[config.mk]
export PLATFORM = sky130hd
export DESIGN_NAME = bcd_rtc_core
export DESIGN_NICKNAME = d
export VERILOG_FILES = /design/src/rtl/rtc_cal_pkg.sv /design/src/rtl/rtc_prescale.sv /design/src/rtl/rtc_load_unit.sv /design/src/rtl/rtc_advance.sv /design/src/rtl/bcd_rtc_core.sv
export SDC_FILE = /design/constraint.sdc
export NUM_CORES = 1
export LEC_CHECK = 0
export BUFFER_PORTS_ARGS = -buffer_cell sky130_fd_sc_hd__clkbuf_2
export CORE_ASPECT_RATIO = 2
export CORE_MARGIN = 3
export CORE_UTILIZATION = 69
export DETAILED_ROUTE_END_ITERATION = 10
export GPL_TIMING_DRIVEN = 1
export PLACE_DENSITY_LB_ADDON = 0.2
export SLEW_MARGIN = 0
export SYNTH_ARGS = -nofsm -noshare
export SYNTH_HDL_FRONTEND = slang
export SYNTH_HIERARCHICAL = 1
export SYNTH_SLANG_ARGS = --single-unit
[constraint.sdc]
create_clock -name clk -period 6.7 [get_ports clk]
set_input_delay 1.34 -clock clk [delete_from_list [all_inputs] [get_ports clk]]
set_output_delay 1.34 -clock clk [all_outputs]
set_load 0.02 [all_outputs]
[src/rtl/rtc_cal_pkg.sv]
package rtc_cal_pkg;

    typedef struct packed {
        logic [7:0] cent;
        logic [7:0] year;
        logic [7:0] month;
        logic [7:0] date;
        logic [7:0] hour;
        logic [7:0] minute;
        logic [7:0] second;
        logic [2:0] dow;
    } rtc_time_t;

    typedef enum logic [3:0] {
        FA_SEC   = 4'd0,
        FA_MIN   = 4'd1,
        FA_HOUR  = 4'd2,
        FA_DATE  = 4'd3,
        FA_MONTH = 4'd4,
        FA_YEAR  = 4'd5,
        FA_DOW   = 4'd6,
        FA_CENT  = 4'd7,
        FA_STAT  = 4'd8
    } rtc_addr_e;

    localparam rtc_time_t RTC_RESET = '{cent: 8'h20, year: 8'h00, month: 8'h01,
                                        date: 8'h01, hour: 8'h80, minute: 8'h00,
                                        second: 8'h00, dow: 3'd0};

    function automatic logic bcd_ok(input logic [7:0] v);
        return (v[7:4] <= 4'd9) && (v[3:0] <= 4'd9);
    endfunction

    function automatic logic [7:0] bcd_inc(input logic [7:0] v);
        if (v[3:0] == 4'd9) return {v[7:4] + 4'd1, 4'd0};
        return {v[7:4], v[3:0] + 4'd1};
    endfunction

    // value mod 4 from digits: 10*T+U == 2*T+U (mod 4)
    function automatic logic leap_year(input logic [7:0] y);
        logic [3:0] u;
        u = y[4] ? (y[3:0] + 4'd2) : y[3:0];
        return u[1:0] == 2'b00;
    endfunction

    function automatic logic [7:0] month_len(input logic [7:0] m, input logic leap);
        case (m)
            8'h02:                      return leap ? 8'h29 : 8'h28;
            8'h04, 8'h06, 8'h09, 8'h11: return 8'h30;
            default:                    return 8'h31;
        endcase
    endfunction

endpackage

[src/rtl/rtc_prescale.sv]
module rtc_prescale #(
    parameter int unsigned PRESCALE = 32768
) (
    input  logic clk,
    input  logic rst,
    input  logic tick_i,
    input  logic restart_i,
    output logic sec_pulse_o
);
    localparam int unsigned CW = (PRESCALE > 1) ? $clog2(PRESCALE) : 1;
    localparam logic [CW-1:0] LAST = CW'(PRESCALE - 1);

    logic [CW-1:0] cnt_q;

    assign sec_pulse_o = tick_i && (cnt_q == LAST) && !restart_i;

    always_ff @(posedge clk) begin
        if (rst || restart_i) cnt_q <= '0;
        else if (tick_i)      cnt_q <= (cnt_q == LAST) ? '0 : cnt_q + 1'b1;
    end


    phase_restart_chk: assert property (@(posedge clk) disable iff (rst)
        restart_i |=> (cnt_q == '0));


    phase_hold_chk: assert property (@(posedge clk) disable iff (rst)
        (!tick_i && !restart_i) |=> $stable(cnt_q));

endmodule

[src/rtl/rtc_load_unit.sv]
module rtc_load_unit
    import rtc_cal_pkg::*;
(
    input  rtc_time_t  cur_i,
    input  logic       wr_en_i,
    input  logic [3:0] wr_addr_i,
    input  logic [7:0] wr_data_i,
    output logic       wr_ok_o,
    output rtc_time_t  nxt_o
);
    logic       ok;
    logic [7:0] d;
    logic [7:0] len_cur, len_new_m, len_new_y;

    assign d = wr_data_i;

    always_comb begin
        nxt_o     = cur_i;
        ok        = 1'b0;
        len_cur   = month_len(cur_i.month, leap_year(cur_i.year));
        len_new_m = month_len(d, leap_year(cur_i.year));
        len_new_y = month_len(cur_i.month, leap_year(d));
        case (wr_addr_i)
            FA_SEC: begin
                ok = bcd_ok(d) && (d <= 8'h59);
                nxt_o.second = d;
            end
            FA_MIN: begin
                ok = bcd_ok(d) && (d <= 8'h59);
                nxt_o.minute = d;
            end
            FA_HOUR: begin
                if (d[7])
                    ok = !d[6] && bcd_ok({2'b00, d[5:0]}) && (d[5:0] <= 6'h23);
                else
                    ok = !d[6] && bcd_ok({3'b000, d[4:0]}) && (d[4:0] != 5'h00)
                         && (d[4:0] <= 5'h12);
                nxt_o.hour = d;
            end
            FA_DATE: begin
                ok = bcd_ok(d) && (d != 8'h00) && (d <= len_cur);
                nxt_o.date = d;
            end
            FA_MONTH: begin
                ok = bcd_ok(d) && (d != 8'h00) && (d <= 8'h12);
                nxt_o.month = d;
                if (cur_i.date > len_new_m) nxt_o.date = len_new_m;
            end
            FA_YEAR: begin
                ok = bcd_ok(d);
                nxt_o.year = d;
                if (cur_i.date > len_new_y) nxt_o.date = len_new_y;
            end
            FA_DOW: begin
                ok = (d[7:3] == 5'd0) && (d[2:0] != 3'd7);
                nxt_o.dow = d[2:0];
            end
            FA_CENT: begin
                ok = (d == 8'h19) || (d == 8'h20);
                nxt_o.cent = d;
            end
            default: ok = 1'b0;
        endcase
        wr_ok_o = wr_en_i && ok;
    end

endmodule

[src/rtl/rtc_advance.sv]
module rtc_advance
    import rtc_cal_pkg::*;
(
    input  rtc_time_t cur_i,
    output rtc_time_t nxt_o
);
    logic       c_min, c_hour, c_day, c_mon, c_year;
    logic [7:0] len, h24, h12;

    always_comb begin
        nxt_o  = cur_i;
        c_min  = 1'b0;
        c_hour = 1'b0;
        c_day  = 1'b0;
        c_mon  = 1'b0;
        c_year = 1'b0;
        len    = month_len(cur_i.month, leap_year(cur_i.year));
        h24    = bcd_inc({2'b00, cur_i.hour[5:0]});
        h12    = bcd_inc({3'b000, cur_i.hour[4:0]});

        if (cur_i.second == 8'h59) begin
            nxt_o.second = 8'h00;
            c_min = 1'b1;
        end else nxt_o.second = bcd_inc(cur_i.second);

        if (c_min) begin
            if (cur_i.minute == 8'h59) begin
                nxt_o.minute = 8'h00;
                c_hour = 1'b1;
            end else nxt_o.minute = bcd_inc(cur_i.minute);
        end

        if (c_hour) begin
            if (cur_i.hour[7]) begin
                if (cur_i.hour[5:0] == 6'h23) begin
                    nxt_o.hour = 8'h80;
                    c_day = 1'b1;
                end else nxt_o.hour = {2'b10, h24[5:0]};
            end else begin
                if (cur_i.hour[4:0] == 5'h12)
                    nxt_o.hour = {2'b00, cur_i.hour[5], 5'h01};
                else if (cur_i.hour[4:0] == 5'h11) begin
                    nxt_o.hour = {2'b00, ~cur_i.hour[5], 5'h12};
                    c_day = cur_i.hour[5];
                end else nxt_o.hour = {2'b00, cur_i.hour[5], h12[4:0]};
            end
        end

        if (c_day) begin
            nxt_o.dow = (cur_i.dow >= 3'd6) ? 3'd0 : cur_i.dow + 3'd1;
            if (cur_i.date >= len) begin
                nxt_o.date = 8'h01;
                c_mon = 1'b1;
            end else nxt_o.date = bcd_inc(cur_i.date);
        end

        if (c_mon) begin
            if (cur_i.month == 8'h12) begin
                nxt_o.month = 8'h01;
                c_year = 1'b1;
            end else nxt_o.month = bcd_inc(cur_i.month);
        end

        if (c_year) begin
            if (cur_i.year == 8'h99) begin
                nxt_o.year = 8'h00;
                nxt_o.cent = 8'h20;
            end else nxt_o.year = bcd_inc(cur_i.year);
        end
    end

endmodule

[src/rtl/bcd_rtc_core.sv]
module bcd_rtc_core
    import rtc_cal_pkg::*;
#(
    parameter int unsigned PRESCALE = 32768
) (
    input  logic       clk,
    input  logic       rst,
    input  logic       tick_i,
    input  logic       wr_en_i,
    input  logic [3:0] wr_addr_i,
    input  logic [7:0] wr_data_i,
    input  logic [3:0] rd_addr_i,
    output logic [7:0] rd_data_o
);
    rtc_time_t cur_q, load_nxt, adv_nxt;
    logic      pfail_q, wr_ok, sec_pulse;

    rtc_prescale #(.PRESCALE(PRESCALE)) u_pre (
        .clk        (clk),
        .rst        (rst),
        .tick_i     (tick_i),
        .restart_i  (wr_ok),
        .sec_pulse_o(sec_pulse)
    );

    rtc_load_unit u_load (
        .cur_i    (cur_q),
        .wr_en_i  (wr_en_i),
        .wr_addr_i(wr_addr_i),
        .wr_data_i(wr_data_i),
        .wr_ok_o  (wr_ok),
        .nxt_o    (load_nxt)
    );

    rtc_advance u_adv (
        .cur_i(cur_q),
        .nxt_o(adv_nxt)
    );

    always_ff @(posedge clk) begin
        if (rst) begin
            cur_q   <= RTC_RESET;
            pfail_q <= 1'b1;
        end else if (wr_ok) begin
            cur_q   <= load_nxt;
            pfail_q <= 1'b0;
        end else if (sec_pulse) begin
            cur_q   <= adv_nxt;
        end
    end

    always_comb begin
        case (rd_addr_i)
            FA_SEC:   rd_data_o = cur_q.second;
            FA_MIN:   rd_data_o = cur_q.minute;
            FA_HOUR:  rd_data_o = cur_q.hour;
            FA_DATE:  rd_data_o = cur_q.date;
            FA_MONTH: rd_data_o = cur_q.month;
            FA_YEAR:  rd_data_o = cur_q.year;
            FA_DOW:   rd_data_o = {5'd0, cur_q.dow};
            FA_CENT:  rd_data_o = cur_q.cent;
            FA_STAT:  rd_data_o = {7'd0, pfail_q};
            default:  rd_data_o = 8'h00;
        endcase
    end


    sec_range_chk: assert property (@(posedge clk) disable iff (rst)
        bcd_ok(cur_q.second) && (cur_q.second <= 8'h59));


    dow_range_chk: assert property (@(posedge clk) disable iff (rst)
        cur_q.dow <= 3'd6);


    cent_value_chk: assert property (@(posedge clk) disable iff (rst)
        (cur_q.cent == 8'h19) || (cur_q.cent == 8'h20));


    pfail_norise_chk: assert property (@(posedge clk) disable iff (rst)
        !$rose(pfail_q));


    idle_hold_chk: assert property (@(posedge clk) disable iff (rst)
        (!wr_ok && !sec_pulse) |=> $stable(cur_q));


    date_len_chk: assert property (@(posedge clk) disable iff (rst)
        (cur_q.date != 8'h00) &&
        (cur_q.date <= month_len(cur_q.month, leap_year(cur_q.year))));

endmodule

## Word level (Yosys, flattened, before mapping)

Index checks and enable logic that the tools add are counted.

| storage, ports and cells | value |
|---|---|
| word-level logic and storage cells | 240 |
| bits of input ports | 20 |
| output and inout bits | 8 |
| bits in registers | 75 |

| operators by class | value |
|---|---|
| order comparisons | 12 |
| bitwise logic cells | 1 |
| multiplexer cells | 81 |
| reduce and logical (&&, ||, !) cells | 58 |
| add/sub/neg operators | 17 |
| eq/ne operators | 54 |

Operators with widths:

| operator | number |
|---|---|
| $mux 8 | 30 |
| $mux 59 | 2 |
| $pmux 8 s9 | 1 |
| $pmux 8 s2 | 3 |
| $add 4x1->4 const B | 11 |
| $eq 4x3->1 const B | 8 |
| $eq 8x3->1 const B | 4 |
| $eq 8x5->1 const B | 4 |
| $mux 1 | 30 |
| $eq 4x4->1 const B | 7 |
| $mux 6 | 4 |
| $pmux 8 s3 | 1 |
| $reduce_and 3->1 | 6 |
| $reduce_bool 3->1 | 6 |
| $eq 4x2->1 const B | 4 |
| $eq 8x2->1 const B | 2 |
| $eq 8x4->1 const B | 2 |
| $eq 8x7->1 const B | 2 |
| $gt 8x8->1 | 2 |
| $mux 16 | 1 |
| $reduce_and 4->1 | 4 |
| $add 15x1->15 const B | 1 |
| $eq 15x15->1 const B | 1 |
| $logic_and 1x1->1 | 15 |
| 41 further kinds | 72 |

## Logic depth before layout (Yosys ltp)

| depth | value |
|---|---|
| word-level depth | 15 |
| depth in mapped cells | 17 |
| mapped depth without buffers | 16 |

## Modules after synthesis

Netlist, hierarchy kept.

By module, submodules not included:

| module | instances | cells an instance | seq. area each (sq um) | area each (sq um) |
|---|---|---|---|---|
| bcd_rtc_core | 1 | 409 | 1,201.2 | 3,290.7 |
| rtc_advance | 1 | 273 | 0.0 | 1,854.3 |
| rtc_load_unit | 1 | 202 | 0.0 | 1,694.1 |
| rtc_prescale | 1 | 76 | 300.3 | 700.7 |

## Worst setup path before layout

No wires, ideal clock.

| path | value |
|---|---|
| kind | input port to output port |
| from | input port rd_addr_i[2] |
| to | output port rd_data_o[4] |
| path buffers | 2 |
| data arrival time | 2,450 ps |
| cell stages on the path | 5 |
| slack | 2,910 ps |
| required time | 5,360 ps |
| path through | buf_2 > clkbuf_1 > nand3_1 > o211a_1 > nor3_1 |

| between the ends | value |
|---|---|
| word-level cells in the longest chain between the ends | 2 |
| elaborated cells between the ends (all ways) | 10 |
| those cells by class | eq/ne: 8; mux: 1; reduce/logical: 1 |

RTL lines:

| element | RTL line | source |
|---|---|---|
| start: declaration | bcd_rtc_core.sv:12 | `input logic [3:0] rd_addr_i,` |
| $eq 4x4->1 (tied with other cells) | bcd_rtc_core.sv:53 | `case (rd_addr_i)` |
| $pmux 8 s9 (*) | bcd_rtc_core.sv:53 |  |
| end: declaration | bcd_rtc_core.sv:13 | `output logic [7:0] rd_data_o` |

Every way passes the cells marked *; elsewhere a longest branch is shown, timed or not.

## Worst setup path in the final report

| path | value |
|---|---|
| from | input port wr_addr_i[3] |
| to | register cur_q[56] (netlist bit) |

| between the ends | value |
|---|---|
| word-level cells in the longest chain between the ends | 8 |
| elaborated cells between the ends (all ways) | 19 |
| those cells by class | eq/ne: 8; mux: 2; reduce/logical: 9 |

RTL lines:

| element | RTL line | source |
|---|---|---|
| start: declaration | bcd_rtc_core.sv:10 | `input logic [3:0] wr_addr_i,` |
| $eq 4x1->1 / $logic_not 4->1 (equally long branches) | rtc_load_unit.sv:23 | `case (wr_addr_i)` |
| $reduce_or 2->1 (no line) | -- |  |
| $pmux 1 s7 (*) | rtc_load_unit.sv:23 |  |
| $logic_and 1x1->1 (*) | rtc_load_unit.sv:64 | `wr_ok_o = wr_en_i && ok;` |
| net wr_ok | bcd_rtc_core.sv:16 | `logic pfail_q, wr_ok, sec_pulse;` |
| $logic_not 1->1 | rtc_prescale.sv:15 | `assign sec_pulse_o = tick_i && (cnt_q == LAST) && !restart_i;` |
| $logic_and 1x1->1 | rtc_prescale.sv:15 |  |
| $reduce_bool 2->1 (no line) | -- |  |
| $reduce_and 4->1 (no line) | -- |  |
| end signal: assignment | bcd_rtc_core.sv:45 | `cur_q <= load_nxt;` |
| end signal: assignment | bcd_rtc_core.sv:48 | `cur_q <= adv_nxt;` |
| end: declaration | bcd_rtc_core.sv:15 | `rtc_time_t cur_q, load_nxt, adv_nxt;` |

The timed path passes the listed nets; every way through them passes the cells marked *.
A chain may end at the register's enable or synchronous reset.

==> results.txt <==
CP max stage delay -> 0.84 ns
Clock slew at reported path FFs -> 0.07 ns
Vias/cell -> 7.058
First-pass GRT wire length -> 35.44 mm
CTS HTree Levels -> 3
Die height -> 153.8 um
FF+latch count, synth -> 75
Clk Latency, worst-skew pair -> 0.34 ns
Gpl congestion -> 0.9266
Root buffer cell -> clkbuf_16
Layout area overhead -> 3.999%
Post-synth EDFFs -> 0
Routed wire length -> 22.57 mm
CP Capture Type -> flip-flop
WS Path Type -> primary input to flip-flop
Initial antenna violation count -> 0
Final Slew Violations -> 0
Unrepaired setup endpoints after global routing -> no
Number of inserted diodes -> 0
Starting DRT DRC Count -> 692
Pint -> 0.8443 mW
Psw -> 0.2808 mW
CP cell instances -> clkbuf_2 -> nand4b_1 -> a211o_1 -> nand3_1 -> a311oi_1 -> o21ai_4 -> buf_4 -> inv_1 -> o21ai_0 -> nand2b_1
Post-synth top cells -> 161 x nor2_1, 75 x dfxtp_1, 69 x mux2i_1
Slowest CP cell -> buf_4
Synth Instances -> 960
Dpl hpwl -> 15.22 mm
Hold Path Class -> flip-flop to flip-flop
Setup TNS -> 0 ns
Max Freq -> 221.3 MHz
Clock Tree Buf Depth -> 2
Vias in the first global route -> 7088
Setup Fix Bufs, Post-CTS -> 0
Final worst path period need -> 4.518 ns
Pleak -> 3.100 nW
Die area -> 0.01229 sq mm
Grt total ovfl -> 0
Number of port buffers -> 27
Crit path DAT -> 4.75 ns
Fill cells -> 807
Worst-Margin Slew -> 1.083 ns
All-Layer GR Usage -> 36.16%
Total core area -> 0.01061 sq mm
CTS tree -> yes
Layout Utilization -> 73.90%
Most common cell in the netlist -> nor2_1
Hold Violations, Final -> 0
Status -> complete, no violations
CTS Sinks -> 75
Slew HR -> 27.78%
PD cells -> 143.5 mW/mm^2
Synthesized area per cell -> 7.854 sq um
Core Rows -> 53
Share of the synthesized area in the top cell type -> 19.91%
Post-synth ARST share -> 0%
# DRC -> 0
Max-cap violations -> 0
Layout cells sized above 1 -> 10.28%
Effective utilization at floorplan -> 71.06%
Area of the multi-input gates -> 0.005545 sq mm
Register area share after synthesis -> 19.91%
Fin crit share -> 67.44%
Fin Clk Skew -> 0.007311 ns
Clock Power Share -> 51.4%
Die width -> 79.92 um
Boundary Pins -> 28
Req. time, crit path -> 6.93 ns
Synth Flop Type -> dfxtp_1
Area taken by flip-flops and latches -> 0.001501 sq mm
DR pass1 iterations -> 8
Pin count of the biggest net entering global routing -> 113
Sequential share of power -> 39.9%
Post-route antenna net violation count -> 0
Top post-synthesis cells by area -> dfxtp_1 20%, mux2i_1 9.2%, nor2_1 8.0%
CTS Hold Bufs -> 0
CP Launch Type -> primary input
Ys Warns -> 6
Sw frac -> 24.96%
Post-CTS Resized -> 0
Area leader, netlist -> dfxtp_1
VDD IR-drop max -> 157.6 uV
Synth cell types -> 92
Synth Net Count -> 1014
Wire per inst -> 21.07 um
Gate power share -> 8.6%
Vias -> 7559
Syn Std Cell Area -> 0.007540 sq mm
Crit-path max FO -> 112
Nets -> 983
Setup Viol. Count Final -> 0
CTS Buf Count -> 9
through the flow:
step,hold slack (ns),power (mW),instance area [sq um],cells,worst slack (ns)
after floorplan,0.4264,0.5306,7540,960,2.910
after global placement,0.4387,0.5497,7492,1055,1.989
after detailed placement,0.4497,0.5532,7492,1055,1.955
after CTS,0.4876,1.127,7841,1071,2.284
after global routing,0.5110,1.153,7841,1071,1.963
final,0.5023,1.125,7841,1071,2.182
per-layer routing:
layer  GRT usage (%)  vias up  routed length, um
met5               0        -                  0
met1           38.48     3563               7937
met3           5.275      158               1660
met4           27.24        0               1848
met2           62.18      426              11120
li1                -     3412                  -
logic make-up (layout without fill, tap and decap cells):
logic type,after synthesis,in the layout,share of synthesized area [%]
AO/OA/AOI/OAI,201,201,17.42
adder cells (fa/ha/maj),34,34,5.642
AND/OR/NAND/NOR,393,393,28.33
XOR/XNOR,28,28,3.253
buffers and inverters,100,74,6.920
multiplexers,129,129,18.52
flip-flops,75,75,19.91
final timing paths:
kind,from,end,slack (ns),depth (start not counted)
max,wr_addr_i[3],cur_q[56]$_SDFFE_PP1P_,2.18,10
min,u_pre/cnt_q[1]$_SDFFE_PP0P_,u_pre/cnt_q[1]$_SDFFE_PP0P_,0.50,2
max reg2reg,cur_q[35]$_SDFFE_PP1P_,cur_q[30]$_SDFFE_PP0P_,2.20,14
min reg2reg,u_pre/cnt_q[1]$_SDFFE_PP0P_,u_pre/cnt_q[1]$_SDFFE_PP0P_,0.50,2
power by group through the flow:
stage | combinational (mW) | clock, mW | sequential [mW]
after floorplan | 0.0718 | 0 | 0.459
after detailed placement | 0.0938 | 0 | 0.459
after global routing | 0.102 | 0.602 | 0.449
after CTS | 0.0941 | 0.583 | 0.449
after global placement | 0.0905 | 0 | 0.459
final | 0.0970 | 0.579 | 0.449
state kept, by name, indices dropped and copies added, names as in the netlist:
| name | flops |
|---|---|
| cur_q | 59 |
| u_pre/cnt_q | 15 |
| pfail_q | 1 |
cell type report:
cell class	instances	share of cell area, %
sequential	75	19.15
clock buffer	9	2.872
inverter	25	1.197
multi-input combinational	785	70.72
tap	137	2.186
timing repair buffer	33	2.298
clock inverter	7	1.580
cells in the final DEF (no fill, tap or decap), drive strengths merged, types with 5 or more instances in the layout:
master,count
o31ai,11
nand3,30
and4,5
nor2b,16
inv,27
nor3b,6
xor2,19
nand4b,8
a22oi,9
nor4b,9
and3b,7
o21ai,52
o211ai,6
and3,9
a21o,8
a31oi,7
nor4,8
mux2,58
nand2b,16
or3,7
ha,34
dfxtp,75
nand2,50
xnor2,9
clkbuf,36
mux2i,69
a21oi,65
nor3,15
nand4,19
nor2,162
buf,6
a22o,6
worst max-delay path, delay by kind of cell:
| kind | cells | cell delay [ns] |
|---|---|---|
| simple gates | 3 | 0.89 |
| buf+inv | 3 | 1.51 |
| compound gates | 4 | 0.96 |
Note: power is estimated with default switching activity, not from simulation.
